$ cat src/rtl/dmaPkg.sv
package dmaPkg;
  localparam int ADDR_W     = 32;
  localparam int DATA_W     = 32;
  localparam int WORD_BYTES = 4;

  // control -> datapath: one address pair per word to move
  typedef struct packed {
    logic              push;
    logic [ADDR_W-1:0] srcAddr;
    logic [ADDR_W-1:0] dstAddr;
  } genStrobe_t;

  // datapath -> control
  typedef struct packed {
    logic raFull;
    logic waFull;
    logic wrAccept;
  } flowStat_t;
endpackage

$ cat src/rtl/dmaFifo.sv
module dmaFifo #(
  parameter int WIDTH = 32,
  parameter int DEPTH = 4
) (
  input  logic                       clk,
  input  logic                       rstN,
  input  logic                       push,
  input  logic                       pop,
  input  logic [WIDTH-1:0]           din,
  output logic [WIDTH-1:0]           dout,
  output logic [$clog2(DEPTH+1)-1:0] count
);
  localparam int PW = (DEPTH > 1) ? $clog2(DEPTH) : 1;
  localparam int CW = $clog2(DEPTH + 1);

  logic [WIDTH-1:0] store [DEPTH];
  logic [PW-1:0]    wrPtr, rdPtr;
  logic             doPush, doPop;

  always_comb begin
    doPush = push && (count != CW'(DEPTH));
    doPop  = pop && (count != '0);
    dout   = store[rdPtr];
  end

  always_ff @(posedge clk) begin
    if (doPush) store[wrPtr] <= din;
  end

  always_ff @(posedge clk or negedge rstN) begin
    if (!rstN) begin
      wrPtr <= '0;
      rdPtr <= '0;
      count <= '0;
    end else begin
      if (doPush) wrPtr <= wrPtr + 1'b1;
      if (doPop)  rdPtr <= rdPtr + 1'b1;
      case ({doPush, doPop})
        2'b10:   count <= count + 1'b1;
        2'b01:   count <= count - 1'b1;
        default: count <= count;
      endcase
    end
  end
endmodule

$ cat src/rtl/dmaCtrl.sv
module dmaCtrl
  import dmaPkg::*;
#(
  parameter int CNT_W = 16
) (
  input  logic              clk,
  input  logic              rstN,
  input  logic [ADDR_W-1:0] cfgSrc,
  input  logic [ADDR_W-1:0] cfgDst,
  input  logic [CNT_W-1:0]  cfgCount,
  input  logic              cfgIncRd,
  input  logic              cfgIncWr,
  input  logic              cfgStart,
  input  flowStat_t         flow,
  output genStrobe_t        gen,
  output logic              busy,
  output logic              done
);
  localparam logic [ADDR_W-1:0] STEP = ADDR_W'(WORD_BYTES);

  logic [CNT_W-1:0]  pushLeft, writeLeft;
  logic [ADDR_W-1:0] srcPtr, dstPtr;
  logic              incRd, incWr;
  logic              accept, canPush;

  always_comb begin
    accept      = cfgStart && !busy;
    canPush     = busy && (pushLeft != '0) && !flow.raFull && !flow.waFull;
    gen.push    = canPush;
    gen.srcAddr = srcPtr;
    gen.dstAddr = dstPtr;
  end

  always_ff @(posedge clk or negedge rstN) begin
    if (!rstN) begin
      busy      <= 1'b0;
      done      <= 1'b0;
      pushLeft  <= '0;
      writeLeft <= '0;
      srcPtr    <= '0;
      dstPtr    <= '0;
      incRd     <= 1'b0;
      incWr     <= 1'b0;
    end else begin
      done <= 1'b0;
      if (accept) begin
        if (cfgCount == '0) begin
          done <= 1'b1;
        end else begin
          busy      <= 1'b1;
          pushLeft  <= cfgCount;
          writeLeft <= cfgCount;
          srcPtr    <= cfgSrc;
          dstPtr    <= cfgDst;
          incRd     <= cfgIncRd;
          incWr     <= cfgIncWr;
        end
      end else if (busy) begin
        if (canPush) begin
          pushLeft <= pushLeft - 1'b1;
          if (incRd) srcPtr <= srcPtr + STEP;
          if (incWr) dstPtr <= dstPtr + STEP;
        end
        if (flow.wrAccept) begin
          writeLeft <= writeLeft - 1'b1;
          if (writeLeft == CNT_W'(1)) begin
            busy <= 1'b0;
            done <= 1'b1;
          end
        end
      end
    end
  end
endmodule

$ cat src/rtl/dmaData.sv
module dmaData
  import dmaPkg::*;
#(
  parameter int FIFO_DEPTH = 4
) (
  input  logic              clk,
  input  logic              rstN,
  input  genStrobe_t        gen,
  output flowStat_t         flow,
  output logic              rdReq,
  output logic [ADDR_W-1:0] rdAddr,
  input  logic              rdGnt,
  input  logic [DATA_W-1:0] rdData,
  output logic              wrReq,
  output logic [ADDR_W-1:0] wrAddr,
  output logic [DATA_W-1:0] wrData,
  input  logic              wrGnt
);
  localparam int CW         = $clog2(FIFO_DEPTH + 1);
  localparam int HOLD_SLOTS = 3;  // in flight + pipeline word + holding slot
  localparam int RQ = 0;
  localparam int WQ = 1;

  logic [ADDR_W-1:0] aIn  [2];
  logic [ADDR_W-1:0] aOut [2];
  logic [CW-1:0]     aCnt [2];
  logic              aPop [2];
  logic [DATA_W-1:0] dOut;
  logic [CW-1:0]     dCnt;
  logic              inflight, rdFire, wrFire;

  for (genvar q = 0; q < 2; q++) begin : gAddrQ
    dmaFifo #(.WIDTH(ADDR_W), .DEPTH(FIFO_DEPTH)) uQ (
      .clk   (clk),
      .rstN  (rstN),
      .push  (gen.push),
      .pop   (aPop[q]),
      .din   (aIn[q]),
      .dout  (aOut[q]),
      .count (aCnt[q])
    );
  end

  dmaFifo #(.WIDTH(DATA_W), .DEPTH(FIFO_DEPTH)) uDataQ (
    .clk   (clk),
    .rstN  (rstN),
    .push  (inflight),
    .pop   (wrFire),
    .din   (rdData),
    .dout  (dOut),
    .count (dCnt)
  );

  always_comb begin
    aIn[RQ]       = gen.srcAddr;
    aIn[WQ]       = gen.dstAddr;
    rdReq         = (aCnt[RQ] != '0) && ((int'(dCnt) + int'(inflight)) < HOLD_SLOTS);
    rdAddr        = aOut[RQ];
    rdFire        = rdReq && rdGnt;
    wrReq         = (aCnt[WQ] != '0) && (dCnt != '0);
    wrAddr        = aOut[WQ];
    wrData        = dOut;
    wrFire        = wrReq && wrGnt;
    aPop[RQ]      = rdFire;
    aPop[WQ]      = wrFire;
    flow.raFull   = (aCnt[RQ] == CW'(FIFO_DEPTH));
    flow.waFull   = (aCnt[WQ] == CW'(FIFO_DEPTH));
    flow.wrAccept = wrFire;
  end

  always_ff @(posedge clk or negedge rstN) begin
    if (!rstN) inflight <= 1'b0;
    else       inflight <= rdFire;
  end
endmodule

$ cat src/rtl/dmaCopyEngine.sv
module dmaCopyEngine
  import dmaPkg::*;
#(
  parameter int CNT_W      = 16,
  parameter int FIFO_DEPTH = 4
) (
  input  logic              clk,
  input  logic              rstN,
  input  logic [31:0]       cfgSrc,
  input  logic [31:0]       cfgDst,
  input  logic [CNT_W-1:0]  cfgCount,
  input  logic              cfgIncRd,
  input  logic              cfgIncWr,
  input  logic              cfgStart,
  output logic              busy,
  output logic              done,
  output logic              rdReq,
  output logic [31:0]       rdAddr,
  input  logic              rdGnt,
  input  logic [31:0]       rdData,
  output logic              wrReq,
  output logic [31:0]       wrAddr,
  output logic [31:0]       wrData,
  input  logic              wrGnt
);
  genStrobe_t genS;
  flowStat_t  flowS;

  dmaCtrl #(.CNT_W(CNT_W)) uCtrl (
    .clk      (clk),
    .rstN     (rstN),
    .cfgSrc   (cfgSrc),
    .cfgDst   (cfgDst),
    .cfgCount (cfgCount),
    .cfgIncRd (cfgIncRd),
    .cfgIncWr (cfgIncWr),
    .cfgStart (cfgStart),
    .flow     (flowS),
    .gen      (genS),
    .busy     (busy),
    .done     (done)
  );

  dmaData #(.FIFO_DEPTH(FIFO_DEPTH)) uData (
    .clk    (clk),
    .rstN   (rstN),
    .gen    (genS),
    .flow   (flowS),
    .rdReq  (rdReq),
    .rdAddr (rdAddr),
    .rdGnt  (rdGnt),
    .rdData (rdData),
    .wrReq  (wrReq),
    .wrAddr (wrAddr),
    .wrData (wrData),
    .wrGnt  (wrGnt)
  );
endmodule

$ cat config.mk
export PLATFORM = sky130hd
export DESIGN_NAME = dmaCopyEngine
export DESIGN_NICKNAME = d
export VERILOG_FILES = /design/src/rtl/dmaPkg.sv /design/src/rtl/dmaFifo.sv /design/src/rtl/dmaCtrl.sv /design/src/rtl/dmaData.sv /design/src/rtl/dmaCopyEngine.sv
export SDC_FILE = /design/constraint.sdc
export NUM_CORES = 1
export LEC_CHECK = 0
export BUFFER_PORTS_ARGS = -buffer_cell sky130_fd_sc_hd__clkbuf_2
export CORE_UTILIZATION = 39
export CTS_CLUSTER_DIAMETER = 150
export CTS_CLUSTER_SIZE = 14
export DETAILED_ROUTE_END_ITERATION = 10
export PLACE_DENSITY_LB_ADDON = 0.1
export SYNTH_ARGS = -nofsm -noshare
export SYNTH_HDL_FRONTEND = slang
export SYNTH_SLANG_ARGS = --single-unit
$ cat constraint.sdc
create_clock -name clk -period 3.8 [get_ports clk]
set_input_delay 0.19 -clock clk [delete_from_list [all_inputs] [get_ports clk]]
set_output_delay 0.19 -clock clk [all_outputs]
set_load 0.005 [all_outputs]
==> results of run 1 <==
## tightest hold or removal path: stages
cell and delay, ns:
clkbuf_2 0.08, o22ai_1 0.08, o2bb2a_1 0.22
## where the power goes
group	total (W)	switching, W	internal [W]
Sequential	0.00966	0.00134	0.00832
Combinational	0.00638	0.00347	0.00292
Clock	0.00408	0.00197	0.00211
Total	0.0201	0.00678	0.0133
## logic make-up (layout without fill, tap and decap cells)
kind of cell,after synthesis,count (layout),synth area share
DFF,506,506,0.6779
xor gates and xnor gates,18,18,0.007329
buffers and inverters,117,448,0.02350
adders and majority gates,25,25,0.01559
and+or+nand+nor,306,306,0.07386
muxes,101,101,0.1029
AOI/OAI and AO/OA,311,311,0.09893
## registers in the layout (all words and copies together) (netlist names), 2 cells and up
name,flops
uCtrl.dstPtr,32
uData.uDataQ.wrPtr,2
uData.uDataQ.count,3
uData.gAddrQ.uQ.rdPtr,4
uCtrl.writeLeft,16
uCtrl.pushLeft,16
uData.uDataQ.rdPtr,2
uData.gAddrQ.uQ.wrPtr,4
uCtrl.srcPtr,32
uData.gAddrQ.uQ.count,6
uData.uDataQ.store,128
uData.gAddrQ.uQ.store,256
## layout by cell type, fill, tap and decap left out, types with 14 or more instances in the layout
cell type      instances
clkbuf_1              32
inv_1                 33
ha_1                  22
and3_1                19
nand3_1               25
a22oi_1               18
a21oi_1               71
nor3_1                25
o21ai_0               42
clkbuf_16             42
a31oi_1               39
mux4_2                96
nor2_1                85
dfrtp_1              119
nand4_1               14
dlygate4sd3_1         81
nand2_1               63
o22ai_1               25
edfxtp_1             384
clkbuf_2             217
buf_4                 31
o22a_1                37
## metal layers
metal | vias to the layer above | GRT usage | part of all wire
met5 | - | 0 | 0.00025
met4 | 2 | 0.04880 | 0.020
met3 | 61 | 0.03031 | 0.045
met2 | 303 | 0.2932 | 0.47
met1 | 6817 | 0.2775 | 0.47
li1 | 6113 | - | -
## stage by stage
step	utilization	instances	setup WS, ns	instance area (um^2)
after detailed placement	0.4346	2252	0.8908	23530
after global routing	0.4721	2411	0.6838	25560
after global placement	0.4346	2252	0.9786	23530
after CTS	0.4721	2411	0.8715	25560
final	0.4721	2411	0.8474	25560
after floorplan	-	1384	0.9462	21510
## area by class of cell
class / instances / area (um^2)
Inverter: 33 / 123.9
Multi-Input combinational cell: 761 / 6474
Clock inverter: 4 / 50.05
Timing Repair Buffer: 337 / 2281
Clock buffer: 74 / 1171
Tap cell: 696 / 870.8
Fill cell: 4722 / 28570
Sequential cell: 506 / 14590
## worst max-delay path by stage
stage | to | startpoint | slack (ns)
after floorplan | uData.gAddrQ[1].uQ.store[1][0] | uCtrl.pushLeft[0] | 0.95
after global placement | uData.gAddrQ[0].uQ.count[2] | uCtrl.pushLeft[0] | 0.98
after detailed placement | uData.gAddrQ[0].uQ.count[2] | uCtrl.pushLeft[0] | 0.89
after CTS | uData.gAddrQ[0].uQ.count[2] | uCtrl.pushLeft[0] | 0.87
after global routing | uData.gAddrQ[0].uQ.count[2] | uCtrl.pushLeft[1] | 0.68
final | uData.gAddrQ[0].uQ.count[2] | uCtrl.pushLeft[0] | 0.85
==> summary.txt, run 1 <==
Outcome
  – Status: complete, no violations

Drt
  – Final wirelength: 52.84 mm
  – Routed Antenna Nets: 0
  – Avg Vias per Cell: 5.515
  – WL/cell: around 22 um
  – Vias: 13,296
  – Number of detailed-route iterations in the first pass: 5
  – DR iter-0 viols: 868
  – Post-route DRC: 0

Timing
  – Fmax: 338.7 MHz
  – # setup viols final: 0
  – Setup TNS: 0 ns
  – Final min period: 2.953 ns
  – Final hold violations: 0
  – Unrepaired setup endpoints after global routing: false
  – Max Slew Vio Count: 0
  – Setup Skew: 0.01914 ns
  – Period utilization: 0.7770
  – Slew headroom: 0.4048
  – Slew @ Worst Pin: 0.8928 ns
  – Final hold slack: approximately 0.032 ns

Synthesis
  – Synth Area per Inst: 15.54 um^2
  – Area leader, netlist: edfxtp_1
  – Ys flop type: edfxtp_1
  – Most frequent cell after synthesis: edfxtp_1
  – Seq/Total Area, Yosys: 0.6779
  – Yosys Warn Count: 0
  – Share of the synthesized area in the top cell type: 0.5360
  – Leading cell types by count after synthesis: 384 x edfxtp_1, 122 x dfrtp_1, 96 x mux4_2, 85 x nor2_1, 72 x a21oi_1
  – Ys async rst share: 0.2411
  – Distinct cells, synth: 80
  – Synth top area cells: edfxtp_1 54%, dfrtp_1 14%, mux4_2 10%, a21oi_1 1.7%, o22a_1 1.5%
  – #FFs+latches synth: 506
  – Synthesized area: 21,510 um^2
  – Net count after synthesis: 1,528
  – Cell count after synthesis: 1,384
  – Post-synth EDFFs: approximately 380

Clock tree
  – Longest Clk Path Bufs: 3
  – Post-cts sizing count: 0
  – Clk root buf: clkbuf_16
  – CTS Sinks: between 500 and 600
  – Post-CTS setup buffer count: 0
  – CTS tree: built
  – Inserted Clock Buffers: 42
  – H-tree depth: 2
  – Post-CTS Hold Buffers: 81
  – Worst-Skew Late Latency: 0.58 ns
  – CTS clock-pin slew for the worst setup and hold paths: approximately 0.07 ns

Critical path
  – Required @ worst endpoint: 4.31 ns
  – Crit Path Max Fanout: 13
  – R2R Path Start: uCtrl.pushLeft[0]
  – Crit path arrival time: approximately 3.5 ns
  – Worst reg2reg setup slack: 0.85 ns
  – Cell mode on critical path: inv_1
  – Cells on worst reg2reg path: 12
  – Crit Path Class: reg2reg
  – Max incr delay on CP: 0.41 ns
  – Worst R2R End: uData.gAddrQ[0].uQ.count[2]
  – CP endpoint kind: flop
  – Worst path depth: 12
  – Critical-path cell list: inv_1 -> ha_1 -> nand2b_1 -> and4b_1 -> a21boi_1 -> inv_1 -> ha_1 -> inv_1 -> fa_1 -> xor2_1 -> nor2_1 -> xor2_1
  – Buffer and inverter count on the worst path: 3
  – Slowest cell on crit path: dfrtp_1
  – Worst Setup Start Kind: flop
  – Worst path top cell family by delay: adder cells

Place
  – Final Wtd Congestion: 0.7833
  – Hpwl dp: 32.72 mm
  – Port bufs: about 220

Global route
  – Antenna violations before repair: 2
  – Number of global-route vias before repair: 13,411
  – First-pass GRT wire length: 81.17 mm
  – Global route total overflow: 0
  – Pin count of the biggest net entering global routing: 134
  – GRT Resource Usage Total: 0.1890

Power and ir drop
  – Peak VDD IR: 0.0003396 V
  – Power, Total: 0.02012 W
  – Lkg Pwr: roughly 9 nW
  – Pwr Density: slightly below 800 nW/um^2

Die
  – I/O pin cnt: between 200 and 250
  – Chip width: between 200 and 250 um
  – Row cnt: between 80 and 90
  – Die area: 56,110 um^2
  – Initial Util: 0.3974
  – Die Ht: between 200 and 250 um
  – Core ar.: 54,130 um^2

Hold path
  – Hold path cells: 3
  – HP Start: cfgDst[22]
  – Hold Crit Endpoint: uCtrl.dstPtr[22]
  – Hold crit path type: in2reg

Finish
  – Layout cells sized above 1: 0.2525
  – Ant. Diodes: 0
  – Nets: 1,825
  – Area delta synth->final: 18.80%

Job
  – Max Cap Viol: 0
Note: power is estimated with default switching activity, not from simulation.
==> run 2: changes to the inputs <==
--- a/config.mk
+++ b/config.mk
@@ -5,6 +5,7 @@
 export SDC_FILE = /design/constraint.sdc
 export NUM_CORES = 1
 export LEC_CHECK = 0
+export ABC_AREA = 1
 export BUFFER_PORTS_ARGS = -buffer_cell sky130_fd_sc_hd__clkbuf_2
 export CORE_UTILIZATION = 39
 export CTS_CLUSTER_DIAMETER = 150
==> constraint.sdc (replaced) <==
create_clock -name clk -period 2.9 [get_ports clk]
set_input_delay 0.145 -clock clk [delete_from_list [all_inputs] [get_ports clk]]
set_output_delay 0.145 -clock clk [all_outputs]
set_load 0.005 [all_outputs]
==> run 2 against run 1 <==
Flip-flop and latch count unchanged. First-iteration DRC count up 33%. Critical path type is now reg2out. Core utilization up 0.39 points. Largest cell class unchanged.
==> summary.txt, run 2 <==
Hold path
  – Hold Crit Endpoint: uCtrl.writeLeft[2]
  – HP Start: cfgCount[2]
  – Hold path cells: 5
  – Hold crit path type: in2reg

Synthesis
  – Ys async rst share: 0.2411
  – Synthesized area: 22,610 um^2
  – Share of the synthesized area in the top cell type: 0.5100
  – Distinct cells, synth: 39
  – Synth Area per Inst: ~10 um^2
  – Area leader, netlist: edfxtp_1
  – Most frequent cell after synthesis: nand2_1
  – #FFs+latches synth: ~500
  – Post-synth EDFFs: roughly 380
  – Net count after synthesis: 2,414
  – Cell count after synthesis: 2,270
  – Synth top area cells: edfxtp_1 51%, dfrtp_1 14%, nand2_1 10%, nor2_1 6.3%, o21ai_0 5.3%
  – Yosys Warn Count: 0
  – Leading cell types by count after synthesis: 621 x nand2_1, 384 x edfxtp_1, 377 x nor2_1, 238 x o21ai_0, 122 x dfrtp_1
  – Ys flop type: edfxtp_1
  – Seq/Total Area, Yosys: 0.6450

Die
  – Die area: 58,940 um^2
  – Die Ht: 242.8 um
  – Chip width: approximately 240 um
  – Core ar.: about 57,000 um^2
  – I/O pin cnt: approximately 220
  – Row cnt: slightly below 90
  – Initial Util: 0.3979

Finish
  – Most frequent cells in the layout: 621 x nand2_1, 384 x edfxtp_1, 365 x nor2_1, 238 x o21ai_0, 217 x clkbuf_2
  – Commonest non-fill, non-tap cell in the layout: nand2_1
  – Fin util: 0.4760
  – Ant. Diodes: 0
  – Max FFs per register: 256
  – Reg with most FFs: uData.gAddrQ.uQ.store
  – Reg area: roughly 15,000 um^2
  – Area delta synth->final: 19.62%
  – Layout cells sized above 1: 0.1345
  – Final non-filler cell area: 27,050 um^2
  – # fillers: 5,402
  – Multi-input logic area: 7243 um^2
  – Nets: approximately 2,700
  – Regs by FF count: uData.gAddrQ.uQ.store x256, uData.uDataQ.store x128
  – Finished Layout Cells: 3,381

Global route
  – Number of global-route vias before repair: 16,820
  – Antenna violations before repair: 0
  – GRT Resource Usage Total: 0.2071
  – First-pass GRT wire length: 96.21 mm
  – Pin count of the biggest net entering global routing: 91
  – Global route total overflow: 0

Timing
  – Period utilization: 0.8861
  – # setup viols final: 0
  – Max Slew Vio Count: 0
  – Fmax: 389.2 MHz
  – Final min period: 2.570 ns
  – Slew headroom: 0.3668
  – Final hold violations: 0
  – Setup Skew: 0.02927 ns
  – Slew @ Worst Pin: 0.9497 ns
  – Slack of the critical path: 0.3303 ns
  – Setup TNS: 0 ns
  – Unrepaired setup endpoints after global routing: false

Critical path
  – CP endpoint kind: primary output
  – Crit Path Class: reg2out
  – Worst Setup Start Kind: flop
  – Required @ worst endpoint: 2.76 ns
  – Worst reg2reg setup slack: roughly 0.34 ns
  – Worst R2R End: uData.gAddrQ[0].uQ.count[2]
  – Cells on worst reg2reg path: 12
  – R2R Path Start: uCtrl.pushLeft[0]
  – Crit Path Max Fanout: 36
  – Crit path arrival time: 2.42 ns

Place
  – Cell count after placement: 3,188
  – Area post-placement: 24,650 um^2
  – Hpwl dp: around 39 mm
  – Final Wtd Congestion: 0.8914
  – Place WS: about 0.21 ns
  – Port bufs: 218

Clock tree
  – CTS Sinks: 506
  – CTS clock-pin slew for the worst setup and hold paths: 0.06 ns
  – Inserted Clock Buffers: 42
  – Clk root buf: clkbuf_16
  – H-tree depth: 2
  – CTS tree: built
  – Worst-Skew Late Latency: 0.59 ns
  – Longest Clk Path Bufs: 3

Drt
  – DR iter-0 viols: 1,157
  – Vias: 16,905
  – Avg Vias per Cell: around 5
  – WL/cell: approximately 18 um
  – Post-route DRC: 0
  – Final wirelength: just over 60 mm
  – Number of detailed-route iterations in the first pass: 5
  – Routed Antenna Nets: 0

Job
  – Max Cap Viol: 0

Power and ir drop
  – Pwr Density: 968.0 nW/um^2
  – Lkg Pwr: 10.81 nW
  – Peak VDD IR: 0.0005775 V

Outcome
  – Status: complete, no violations
run 2: cell types whose count changed after synthesis, moves of 48 or more:
cell	previous run	this run
o21ai_0	42	238
mux4_2	96	0
nor2_1	85	377
o22ai_1	25	98
a21oi_1	72	24
inv_1	33	112
nand2_1	63	621
run 2: kinds of logic (layout without fill, tap and decap cells):
family	after synthesis	after routing	share of synthesized area
xor+xnor	42	42	0.01627
compound gates	373	373	0.08898
flops	506	506	0.6450
mux	11	11	0.005201
simple gates	1098	1098	0.1917
buf+inv	215	570	0.03801
fa+ha+maj	25	25	0.01483
run 2: final cells by class:
| type | instances | share of cell area |
|---|---|---|
| Inverter | 120 | 0.01670 |
| Tap cell | 756 | 0.03497 |
| Clock inverter | 3 | 0.001665 |
| Sequential cell | 506 | 0.5393 |
| Timing Repair Buffer | 372 | 0.09534 |
| Clock buffer | 75 | 0.04422 |
| Multi-Input combinational cell | 1549 | 0.2678 |
run 2: worst max-delay path, cell delays in order, from the launching register on:
cell,delay (ns)
dfrtp_2,0.75
buf_4,0.46
o21ai_0,0.15
o22ai_1,0.28
clkbuf_2,0.18
run 2: report_power, final:
group | internal [W] | total [W] | leakage (nW) | switching [W]
sequential | 0.0104 | 0.0115 | 5.18 | 0.00110
clock | 0.00282 | 0.00547 | 0.589 | 0.00265
combinational | 0.00316 | 0.00923 | 5.04 | 0.00607
total | 0.0164 | 0.0262 | 10.8 | 0.00982
run 2: worst max path at each step:
stage,from,to,slack [ns],cells after the start
6_report,uData.gAddrQ[0].uQ.rdPtr[0],rdAddr[0],0.33,4
5_1_grt,uCtrl.pushLeft[0],uData.gAddrQ[0].uQ.count[2],0.02,12
4_1_cts,uCtrl.pushLeft[0],uCtrl.dstPtr[22],0.19,11
3_5_place_dp,uCtrl.pushLeft[0],uCtrl.dstPtr[28],0.21,11
3_3_place_gp,uCtrl.pushLeft[0],uCtrl.dstPtr[12],0.29,11
2_1_floorplan,uCtrl.pushLeft[0],uData.gAddrQ[0].uQ.store[0][0],-0.01,8
run 2: timing repair:
action,in CTS,in global routing
setup buffers,0,0
hold buffers,115,0
endpoints found under the hold margin,314,0
setup endpoints to repair,0,5
gates resized for setup,0,1
run 2: routing by layer:
| metal | part of all wire | global-route usage | vias up |
|---|---|---|---|
| met5 | 0 | 0 | - |
| met4 | 0.026 | 0.06271 | 0 |
| met3 | 0.043 | 0.03118 | 85 |
| met2 | 0.48 | 0.3412 | 344 |
| met1 | 0.45 | 0.2818 | 8174 |
| li1 | - | - | 8302 |
run 2: stage by stage:
step	power [W]	hold WS (ns)
finish	0.02618	0.03344
global route	0.02806	0.04004
CTS	0.02656	0.01645
detailed placement	0.02093	0.3240
global placement	0.02073	0.3201
floorplan	0.01684	-0.1506
==> run 3: changes to the inputs <==
--- a/config.mk
+++ b/config.mk
@@ -11,7 +11,8 @@
 export CTS_CLUSTER_DIAMETER = 150
 export CTS_CLUSTER_SIZE = 14
 export DETAILED_ROUTE_END_ITERATION = 10
-export PLACE_DENSITY_LB_ADDON = 0.1
+export PLACE_DENSITY = 0.61
+export RECOVER_POWER = 25
 export SYNTH_ARGS = -nofsm -noshare
 export SYNTH_HDL_FRONTEND = slang
 export SYNTH_SLANG_ARGS = --single-unit
==> run 3 against run 2 <==
The flow now finishes with violations (max-capacitance violations, max-slew violations). Clock skew up 0.0087 ns. Wire length down 4.5%. Total power down 0.67%. Critical path depth up 10. Maximum frequency up 0.94%. Non-clock buffer count up 2. Flip-flop and latch count unchanged. Final cell count about the same. Die area unchanged. Critical path type is now reg2reg. Critical endpoint is now uData.gAddrQ[0].uQ.count[2]. Largest cell class unchanged.
==> summary.txt, run 3 (synthesis gave the netlist of run 2 again) <==
Outcome
  – Status: finished with violations
  – Violated checks: max-capacitance violations, max-slew violations

Critical path
  – Critical-path cell list: ha_1 -> ha_1 -> nand2_1 -> a21oi_1 -> o21ai_0 -> nor2_1 -> nand2_1 -> inv_1 -> ha_1 -> inv_1 -> fa_1 -> a21oi_1 -> o21ai_0 -> xor2_1
  – Crit Path Class: reg2reg
  – Required @ worst endpoint: 3.37 ns
  – Worst reg2reg setup slack: 0.35 ns
  – CP endpoint: uData.gAddrQ[0].uQ.count[2]
  – Cell mode on critical path: ha_1
  – CP endpoint kind: flop
  – Worst Setup Start Kind: flop
  – Worst R2R End: uData.gAddrQ[0].uQ.count[2]
  – Crit Path Max Fanout: 4
  – Crit path arrival time: 3.01 ns
  – Max incr delay on CP: 0.45 ns
  – Slowest cell on crit path: dfrtp_1
  – Cells on worst reg2reg path: 14
  – R2R Path Start: uData.uDataQ.count[0]
  – Crit path launch: uData.uDataQ.count[0]

Finish
  – Most frequent cells in the layout: 621 x nand2_1, 384 x edfxtp_1, 365 x nor2_1, 238 x o21ai_0, 186 x clkbuf_2
  – Layout cells sized above 1: 0.1230
  – Area delta synth->final: 19.43%
  – Fin util: 0.4753
  – # fillers: around 5,200
  – Max FFs per register: 256
  – Commonest non-fill, non-tap cell in the layout: nand2_1
  – Reg with most FFs: uData.gAddrQ.uQ.store
  – Nets: 2,737
  – Regs by FF count: uData.gAddrQ.uQ.store x256, uData.uDataQ.store x128

Power and ir drop
  – Lkg Pwr: 10.71 nW
  – Peak VDD IR: 0.0005670 V
  – Pwr Density: just under 1000 nW/um^2

Drt
  – Routed Antenna Nets: 0
  – DR iter-0 viols: 1,101
  – Avg Vias per Cell: 5.041
  – Post-route DRC: 0
  – WL/cell: 17.10 um
  – Number of detailed-route iterations in the first pass: 5
  – Vias: 17,054
  – Final wirelength: 57.84 mm

Global route
  – Antenna violations before repair: 0
  – Number of global-route vias before repair: 16,410
  – GRT Resource Usage Total: 0.1955
  – Global route total overflow: 0
  – Pin count of the biggest net entering global routing: 82
  – First-pass GRT wire length: 90.96 mm

Die
  – Core ar.: 56,820 um^2
  – I/O pin cnt: 219
  – Initial Util: 0.3979
  – Die Ht: around 240 um
  – Die area: 58,940 um^2
  – Row cnt: 87
  – Chip width: 242.8 um

Timing
  – Period utilization: 0.8779
  – Unrepaired setup endpoints after global routing: false
  – Max Slew Vio Count: slightly above 70
  – Slack of the critical path: 0.3542 ns
  – Setup TNS: 0 ns
  – Fmax: 392.8 MHz
  – Setup Skew: 0.03796 ns
  – Slew @ Worst Pin: ~2.0 ns
  – # setup viols final: 0
  – Slew headroom: -0.3413
  – Final min period: 2.546 ns
  – Final hold violations: 0
  – Final hold slack: 0.04060 ns

Clock tree
  – Longest Clk Path Bufs: 3
  – Post-CTS setup buffer count: 0
  – H-tree depth: 2
  – Clk root buf: clkbuf_16
  – Worst-Skew Late Latency: 0.59 ns
  – Inserted Clock Buffers: 42
  – CTS Sinks: 506
  – CTS clock-pin slew for the worst setup and hold paths: 0.07 ns
  – CTS tree: built

Place
  – Port bufs: about 220
  – Final Wtd Congestion: around 0.90
  – Hpwl dp: 36.94 mm
  – Place WS: about 0.38 ns

Job
  – Max Cap Viol: 1

Hold path
  – Hold crit path type: in2reg
==> run 3: cell types whose count changed in the layout (fill, tap and decap cells not counted), sizes merged <==
cell,previous run,this run
clkbuf,292,290
buf,40,41
clkinv,4,6
diode,0,2
inv,119,117
clkinvlp,0,1
==> run 3: worst min-delay path by stage <==
stage	startpoint	end	slack (ns)	cells after the start
final	cfgCount[2]	uCtrl.pushLeft[2]	0.04	5
after global routing	cfgCount[2]	uCtrl.pushLeft[2]	0.07	5
after CTS	cfgCount[2]	uCtrl.writeLeft[2]	0.001	5
after detailed placement	rstN	uCtrl.srcPtr[29]	0.22	1
after global placement	rstN	uCtrl.srcPtr[25]	0.21	1
after floorplan	rstN	uCtrl.busy	-0.15	0
==> run 3: critical path: cells and delay by family, from the launching register on <==
family,cells,cell delay (ns)
AND/OR/NAND/NOR,3,0.32
buffers and inverters,2,0.15
adder cells (fa/ha/maj),4,0.89
XOR/XNOR,1,0.15
flip-flops,1,0.45
AO/OA/AOI/OAI,4,0.47
==> run 3: stage by stage <==
| step | total power (W) | cell area (um^2) | instances |
|---|---|---|---|
| finish | 0.02601 | 27010 | 3383 |
| global route | 0.02775 | 27000 | 3381 |
| CTS | 0.02632 | 27040 | 3381 |
| detailed placement | 0.02082 | 24650 | 3190 |
| global placement | 0.02054 | 24650 | 3190 |
| floorplan | 0.01684 | 22610 | 2270 |
==> run 3: area by class of cell <==
class	instances	area [um^2]	area share
Sequential cell	506	14590	0.5402
Multi-Input combinational cell	1549	7223	0.2675
Timing Repair Buffer	374	2547	0.09433
Clock buffer	72	1164	0.04309
Tap cell	756	945.9	0.03503
Inverter	120	454.2	0.01682
Clock inverter	4	78.83	0.002919
Antenna cell	2	5.005	0.0001853
==> run 3: report_power, final <==
| part | total (W) | internal (W) | leakage, nW | switching, W |
|---|---|---|---|---|
| clock | 0.00533 | 0.00276 | 0.585 | 0.00257 |
| combinational | 0.00920 | 0.00316 | 4.95 | 0.00604 |
| sequential | 0.0115 | 0.0104 | 5.18 | 0.00108 |
==> run 3: what timing repair did <==
item,CTS,global route
hold buffers,115,0
resized for setup,0,1
setup endpoints to repair,0,2
hold endpoints to repair,293,0
==> run 3: routing by layer <==
metal | global-route usage | up-vias | wire [um]
met1 | 0.2722 | 8182 | 26250
li1 | - | 8310 | -
met5 | 0 | - | 0
met4 | 0.05272 | 0 | 1327
met2 | 0.3162 | 480 | 26820
met3 | 0.03218 | 82 | 3453
